### src/rtl/rot_latency_pkg.sv
package rot_latency_pkg;

   // Forward distance around a track whose size is a power of two.
   function automatic logic [15:0] ring_dist(input logic [15:0] to_slot,
                                             input logic [15:0] from_slot,
                                             input int unsigned bits);
      logic [15:0] diff;
      diff = to_slot - from_slot;
      return diff & ((16'd1 << bits) - 16'd1);
   endfunction

   typedef enum logic [1:0] {
      MAP_INTERLEAVED = 2'd0,
      MAP_LINEAR      = 2'd1
   } map_kind_e;

endpackage

### src/rtl/rot_sector_map.sv
module rot_sector_map #(
   parameter int unsigned SEC_BITS = 6,
   parameter int unsigned STEP     = 7
) (
   input  logic [SEC_BITS-1:0] logical_sec,
   output logic [SEC_BITS-1:0] physical_slot
);
   import rot_latency_pkg::*;

   localparam map_kind_e KIND = (STEP == 0) ? MAP_LINEAR : MAP_INTERLEAVED;
   localparam int unsigned PW = 2 * SEC_BITS + 8;

   generate
      if (KIND == MAP_LINEAR) begin : g_linear
         assign physical_slot = logical_sec;
      end else begin : g_interleave
         logic [PW-1:0] prod;
         logic [SEC_BITS-1:0] prod_mod;
         assign prod          = PW'(logical_sec) * PW'(STEP);
         assign prod_mod      = prod[SEC_BITS-1:0];
         // negation modulo the track size
         assign physical_slot = SEC_BITS'(~prod_mod + 1'b1);
      end
   endgenerate
endmodule

### src/rtl/rot_window_rom.sv
module rot_window_rom #(
   parameter int unsigned OPC_W   = 4,
   parameter int unsigned WIN_W   = 4,
   parameter logic [(1<<OPC_W)*WIN_W-1:0] MAX_WIN = '0
) (
   input  logic [OPC_W-1:0] opcode,
   output logic [WIN_W-1:0] max_win,
   output logic             op_blind
);
   localparam int unsigned NOPC = 1 << OPC_W;

   logic [WIN_W-1:0] entries [NOPC];

   generate
      for (genvar i = 0; i < NOPC; i++) begin : g_entry
         assign entries[i] = MAX_WIN[i*WIN_W +: WIN_W];
      end
   endgenerate

   assign max_win  = entries[opcode];
   assign op_blind = (max_win == '0);
endmodule

### src/rtl/rot_delay_calc.sv
module rot_delay_calc #(
   parameter int unsigned SEC_BITS = 6,
   parameter int unsigned WIN_W    = 4,
   parameter int unsigned MIN_WIN  = 2
) (
   input  logic                clk,
   input  logic                rst_n,
   input  logic                start,
   input  logic [SEC_BITS-1:0] cur_slot,
   input  logic [SEC_BITS-1:0] next_slot,
   input  logic [SEC_BITS-1:0] opnd_slot,
   input  logic [WIN_W-1:0]    max_win,
   input  logic                op_blind,
   output logic [SEC_BITS:0]   delay_q,
   output logic                valid_q
);
   import rot_latency_pkg::*;

   localparam int unsigned NSEC  = 1 << SEC_BITS;
   localparam int unsigned DLY_W = SEC_BITS + 1;

   logic [SEC_BITS-1:0] fetch_dist;
   logic [SEC_BITS-1:0] opnd_dist;
   logic                opnd_in_reach;
   logic                same_turn;
   logic [DLY_W-1:0]    delay_d;

   assign fetch_dist = SEC_BITS'(ring_dist(16'(next_slot), 16'(cur_slot), SEC_BITS));
   assign opnd_dist  = SEC_BITS'(ring_dist(16'(opnd_slot), 16'(cur_slot), SEC_BITS));

   assign opnd_in_reach = (32'(opnd_dist) >= MIN_WIN) &&
                          (32'(opnd_dist) <= 32'(max_win));

   always_comb begin
      if (op_blind) begin
         same_turn = (32'(fetch_dist) >= MIN_WIN);
      end else begin
         same_turn = opnd_in_reach && (fetch_dist != '0);
      end
      if (same_turn) begin
         delay_d = DLY_W'(fetch_dist) - DLY_W'(1);
      end else begin
         delay_d = DLY_W'(fetch_dist) + DLY_W'(NSEC - 1);
      end
   end

   always_ff @(posedge clk or negedge rst_n) begin
      if (!rst_n) begin
         delay_q <= '0;
         valid_q <= 1'b0;
      end else begin
         valid_q <= start;
         if (start) begin
            delay_q <= delay_d;
         end
      end
   end
endmodule

### src/rtl/rot_countdown.sv
module rot_countdown #(
   parameter int unsigned CNT_W = 7
) (
   input  logic             clk,
   input  logic             rst_n,
   input  logic             load,
   input  logic [CNT_W-1:0] load_val,
   input  logic             tick,
   output logic [CNT_W-1:0] count,
   output logic             is_zero
);
   always_ff @(posedge clk or negedge rst_n) begin
      if (!rst_n) begin
         count <= '0;
      end else if (load) begin
         count <= load_val;
      end else if (tick && (count != '0)) begin
         count <= count - CNT_W'(1);
      end
   end

   assign is_zero = (count == '0);
endmodule

### src/rtl/rot_latency.sv
module rot_latency #(
   parameter int unsigned ADDR_W   = 12,
   parameter int unsigned SEC_BITS = 6,
   parameter int unsigned STEP     = 7,
   parameter int unsigned OPC_W    = 4,
   parameter int unsigned WIN_W    = 4,
   parameter int unsigned MIN_WIN  = 2,
   parameter logic [(1<<OPC_W)*WIN_W-1:0] MAX_WIN = 64'h7777_0077_6857_7777
) (
   input  logic                clk,
   input  logic                rst_n,
   input  logic                start,
   input  logic [ADDR_W-1:0]   cur_addr,
   input  logic [ADDR_W-1:0]   next_pc,
   input  logic [ADDR_W-1:0]   opnd_addr,
   input  logic [OPC_W-1:0]    opcode,
   input  logic                tick,
   output logic [SEC_BITS:0]   delay_out,
   output logic                delay_valid,
   output logic [SEC_BITS:0]   count_out,
   output logic                ready
);
   localparam int unsigned NSEC  = 1 << SEC_BITS;
   localparam int unsigned DLY_W = SEC_BITS + 1;
   localparam int unsigned NADDR = 3;

   generate
      if (SEC_BITS > ADDR_W) begin : g_bad_width
         $error("sector field wider than address");
      end
      if (SEC_BITS < 2 || SEC_BITS > 12) begin : g_bad_track
         $error("track size out of supported range");
      end
      if (STEP != 0 && (STEP % 2) == 0) begin : g_bad_step
         $error("interleave step must be odd to cover every slot");
      end
      if (MIN_WIN < 1 || MIN_WIN >= NSEC) begin : g_bad_min
         $error("minimum window must lie in 1..NSEC-1");
      end
   endgenerate

   logic [SEC_BITS-1:0] log_sec  [NADDR];
   logic [SEC_BITS-1:0] phys_sec [NADDR];

   assign log_sec[0] = cur_addr[SEC_BITS-1:0];
   assign log_sec[1] = next_pc[SEC_BITS-1:0];
   assign log_sec[2] = opnd_addr[SEC_BITS-1:0];

   generate
      for (genvar k = 0; k < NADDR; k++) begin : g_map
         rot_sector_map #(
            .SEC_BITS (SEC_BITS),
            .STEP     (STEP)
         ) map_i (
            .logical_sec   (log_sec[k]),
            .physical_slot (phys_sec[k])
         );
      end
   endgenerate

   logic [WIN_W-1:0] max_win;
   logic             op_blind;

   rot_window_rom #(
      .OPC_W   (OPC_W),
      .WIN_W   (WIN_W),
      .MAX_WIN (MAX_WIN)
   ) rom_i (
      .opcode   (opcode),
      .max_win  (max_win),
      .op_blind (op_blind)
   );

   rot_delay_calc #(
      .SEC_BITS (SEC_BITS),
      .WIN_W    (WIN_W),
      .MIN_WIN  (MIN_WIN)
   ) calc_i (
      .clk       (clk),
      .rst_n     (rst_n),
      .start     (start),
      .cur_slot  (phys_sec[0]),
      .next_slot (phys_sec[1]),
      .opnd_slot (phys_sec[2]),
      .max_win   (max_win),
      .op_blind  (op_blind),
      .delay_q   (delay_out),
      .valid_q   (delay_valid)
   );

   logic cnt_zero;

   rot_countdown #(
      .CNT_W (DLY_W)
   ) cnt_i (
      .clk      (clk),
      .rst_n    (rst_n),
      .load     (delay_valid),
      .load_val (delay_out),
      .tick     (tick),
      .count    (count_out),
      .is_zero  (cnt_zero)
   );

   assign ready = cnt_zero && !delay_valid;
endmodule

### config.mk
export PLATFORM = sky130hd
export DESIGN_NAME = rot_latency
export DESIGN_NICKNAME = d
export VERILOG_FILES = /design/src/rtl/rot_latency_pkg.sv /design/src/rtl/rot_sector_map.sv /design/src/rtl/rot_window_rom.sv /design/src/rtl/rot_delay_calc.sv /design/src/rtl/rot_countdown.sv /design/src/rtl/rot_latency.sv
export SDC_FILE = /design/constraint.sdc
export NUM_CORES = 1
export LEC_CHECK = 0
export CAP_MARGIN = 20
export CORE_AREA = 8 8 75 77
export CTS_BUF_LIST = sky130_fd_sc_hd__clkbuf_16
export DETAILED_ROUTE_END_ITERATION = 12
export DIE_AREA = 0 0 83 85
export GPL_TIMING_DRIVEN = 0
export PLACE_DENSITY = 0.9
export SLEW_MARGIN = 20
export SYNTH_ARGS = -nofsm -noshare
export SYNTH_HDL_FRONTEND = slang
export SYNTH_SLANG_ARGS = --single-unit
export TNS_END_PERCENT = 100
### constraint.sdc
create_clock -name clk -period 2.5 [get_ports clk]
set_input_delay 0.375 -clock clk [delete_from_list [all_inputs] [get_ports clk]]
set_output_delay 0.375 -clock clk [all_outputs]
set_load 0.01 [all_outputs]
==> run_results.csv <==
group,metric,value,unit
run_status,outcome,"finished with violations",
run_status,violations,"negative setup slack",
setup_path,crit_buf_inv,1,
power_and_ir_drop,power,3.115,mW
die,ioPinCount,60,
yosys,yosys.area.top_type,"ha_1",
die,fp.dieArea,7055,µm²
routing,drt_iter0_markers,86,
yosys,yosysMostFrequentCell,"ha_1",
global_routing,grt_usage,14.41,%
sta,rsz0062_at_grt,"yes",
global_routing,grt_pass1_wl,8825,µm
routing,dr_total_vias,1886,
global_routing,antenna_found_initial,0,
placement,dp_slack,-1.929,ns
global_routing,first_global_vias,2012,
setup_path,path_class,"in2reg",
setup_path,end_kind,"flop",
cts,clkTransAtPathRegs,0.05,ns
final_layout,antenna_cells,0,
setup_path,critPathRequiredTime,2.63,ns
cts,cts.sinks,15,
final_layout,nNetsFinal,378,
yosys,synth-seq-cells,15,
setup_path,crit_start,"cur_addr[4]",
yosys,seq_area_frac_synth,17.42,%
yosys,async_flop_share,100.0,%
sta,slew_headroom,54.83,%
die,rows,25,
sta,skew,0.003857,ns
yosys,synth.avg_cell_area,9.491,µm²
sta,hold_viol_final,0,
global_routing,grt_max_degree,16,
final_layout,syn2layout_area_growth,36.53,%
setup_path,critPathLaunchType,"input pin",
power_and_ir_drop,p_leak,1.360,nW
final_layout,layout-drive-gt1-share,15.05,%
sta,finalSetupViolCount,5,
yosys,synth_ff_type,"dfrtp_1",
setup_path,cp.arrival,3.74,ns
yosys,netlist_instances,227,
placement,place.port_buffers,41,
routing,wl_per_cell,16.27,µm
cts,cts_buffers,3,
die,fp.dieH,85,µm
power_and_ir_drop,vdd_ir_drop_max,0.4039,mV
routing,routed_wl,5419,µm
job,maxCapViolations,0,
yosys,synth.area.top_cells,"ha_1 23%, dfrtp_1 17%, fa_1 13%",
routing,first_pass_iters,4,
die,start_util,47.50,%
min_path,hp-class,"in2async",
yosys,yosysWarnings,0,
setup_path,crit_chain,"clkdlybuf4s50_1 -> fa_1 -> ha_1 -> xor2_2 -> xnor2_2 -> ha_2 -> ha_4 -> a21oi_2 -> xnor2_1 -> xnor3_2 -> a221o_1 -> and3_1",
setup_path,cpPeakStageDelay,0.56,ns
setup_path,critPathSlowestCell,"clkdlybuf4s50_1",
placement,place.gp.congestion,0.8536,
cts,htreeDepth,1,
sta,setup_ws,-1.106,ns
routing,drc,0,
yosys,synth_top_area_share,23.23,%
sta,max_freq,277.3,MHz
die,core,4536,µm²
setup_path,cp_max_fo,2,
routing,via_per_inst,5.664,
cts,cts_hold_buf,0,
setup_path,critPathTopFamily,"adder cells",
sta,period_needed,3.606,ns
cts,cts_root_buf,"clkbuf_16",
yosys,synth_edf_count,0,
yosys,synthTopCellsByCount,"40 x ha_1, 22 x nor2_1, 21 x inv_1",
setup_path,r2r-start,"cnt_i.count[0]",
cts,clockBufferDepth,2,
sta,finalCritPeriodShare,144.2,%
cts,clkLatencyLatePin,0.25,ns
global_routing,grt_overflow,0,
routing,postRouteAntennaNets,0,
die,die_x,83,µm
cts,cts_tree,"done",
power_and_ir_drop,powerDensity,1059,nW/µm²
yosys,synth_cell_types,37,
sta,final_max_slew_viol_count,0,
placement,dpl.hpwl,4048,µm
sta,tightest_slew,0.6754,ns
yosys,netlist_area,2155,µm²
yosys,syn-num-nets,325,
==> registers in the layout, summed over array words and instances (netlist names) <==
name and count:
calc_i.delay_q 7, calc_i.valid_q 1, cnt_i.count 7
==> cells in the final DEF, fill, tap and decap left out, drive strengths merged, types with 7 or more instances in the layout <==
master / instances
nor3: 7
fa: 14
a21oi: 18
nor2: 22
a21o: 7
inv: 22
xor2: 12
o21ai: 12
ha: 40
buf: 12
xnor2: 18
dfrtp: 15
clkdlybuf4s50: 29
==> metal layers <==
metal  GRT usage [%]  share of wire (%)  vias up
met3           2.490                3.3       18
met2           27.23                 54       47
li1                -                  -      884
met1           16.14                 39      937
met4           3.514                3.8        0
met5               0                  0        -
==> path summary, 6_finish.rpt <==
path                       slack, ns  cells after the start           endpoint
setup / recovery               -1.11                     12  calc_i.delay_q[6]
hold / removal                  0.54                      1     cnt_i.count[5]
setup reg to reg                0.49                      7     cnt_i.count[1]
hold reg to reg                 0.54                      2     cnt_i.count[5]
max in group asynchronous       1.53                      1  calc_i.delay_q[6]
min in group clk                0.54                      2     cnt_i.count[5]
==> power by group <==
| part | switching, mW | internal (mW) |
|---|---|---|
| clock | 0.0976 | 0.212 |
| sequential | 0.105 | 0.346 |
| combinational | 1.11 | 1.24 |
==> per-stage QoR <==
| step | hold slack, ns | utilization (%) | area (µm²) | TNS (ns) | cells |
|---|---|---|---|---|---|
| 2_1_floorplan | 0.07941 | - | 2193 | -3.059 | 227 |
| 3_3_place_gp | 0.5225 | 58.90 | 2671 | -7.498 | 322 |
| 3_5_place_dp | 0.5271 | 58.90 | 2671 | -7.993 | 322 |
| 4_1_cts | 0.5506 | 62.15 | 2819 | -3.307 | 331 |
| 5_1_grt | 0.5771 | 64.86 | 2942 | -3.795 | 333 |
| 6_report | 0.5385 | 64.86 | 2942 | -3.463 | 333 |
==> cells by family after synthesis <==
family,after synthesis,share of synthesized area [%]
muxes,3,1.568
xor gates and xnor gates,33,15.68
and+or+nand+nor,51,11.85
AOI/OAI and AO/OA,46,12.89
adders and majority gates,54,36.24
DFF,15,17.42
buffers and inverters,25,4.355
==> worst reg2reg max path: cells and delay by family, from the launching register on <==
kind,cells,cell delay [ns]
flip-flops,1,0.40
buffers and inverters,2,0.32
adder cells (fa/ha/maj),1,0.19
AO/OA/AOI/OAI,2,0.44
AND/OR/NAND/NOR,2,0.53
==> layout make-up <==
class	count	area, µm²
multi-input combinational	187	1862
inverter	21	78.83
tap	54	67.56
clock buffer	3	75.07
timing repair buffer	48	464.2
fill	326	1594
sequential	15	375.4
buffer	4	15.01
clock inverter	1	3.754
==> timing repair <==
item                                    CTS  global route
gates cloned                              0             0
endpoints found under the setup margin    6             5
buffers inserted                          5             2
pin swaps                                10             7
gates resized for setup                  37            16
Note: power is estimated with default switching activity, not from simulation.
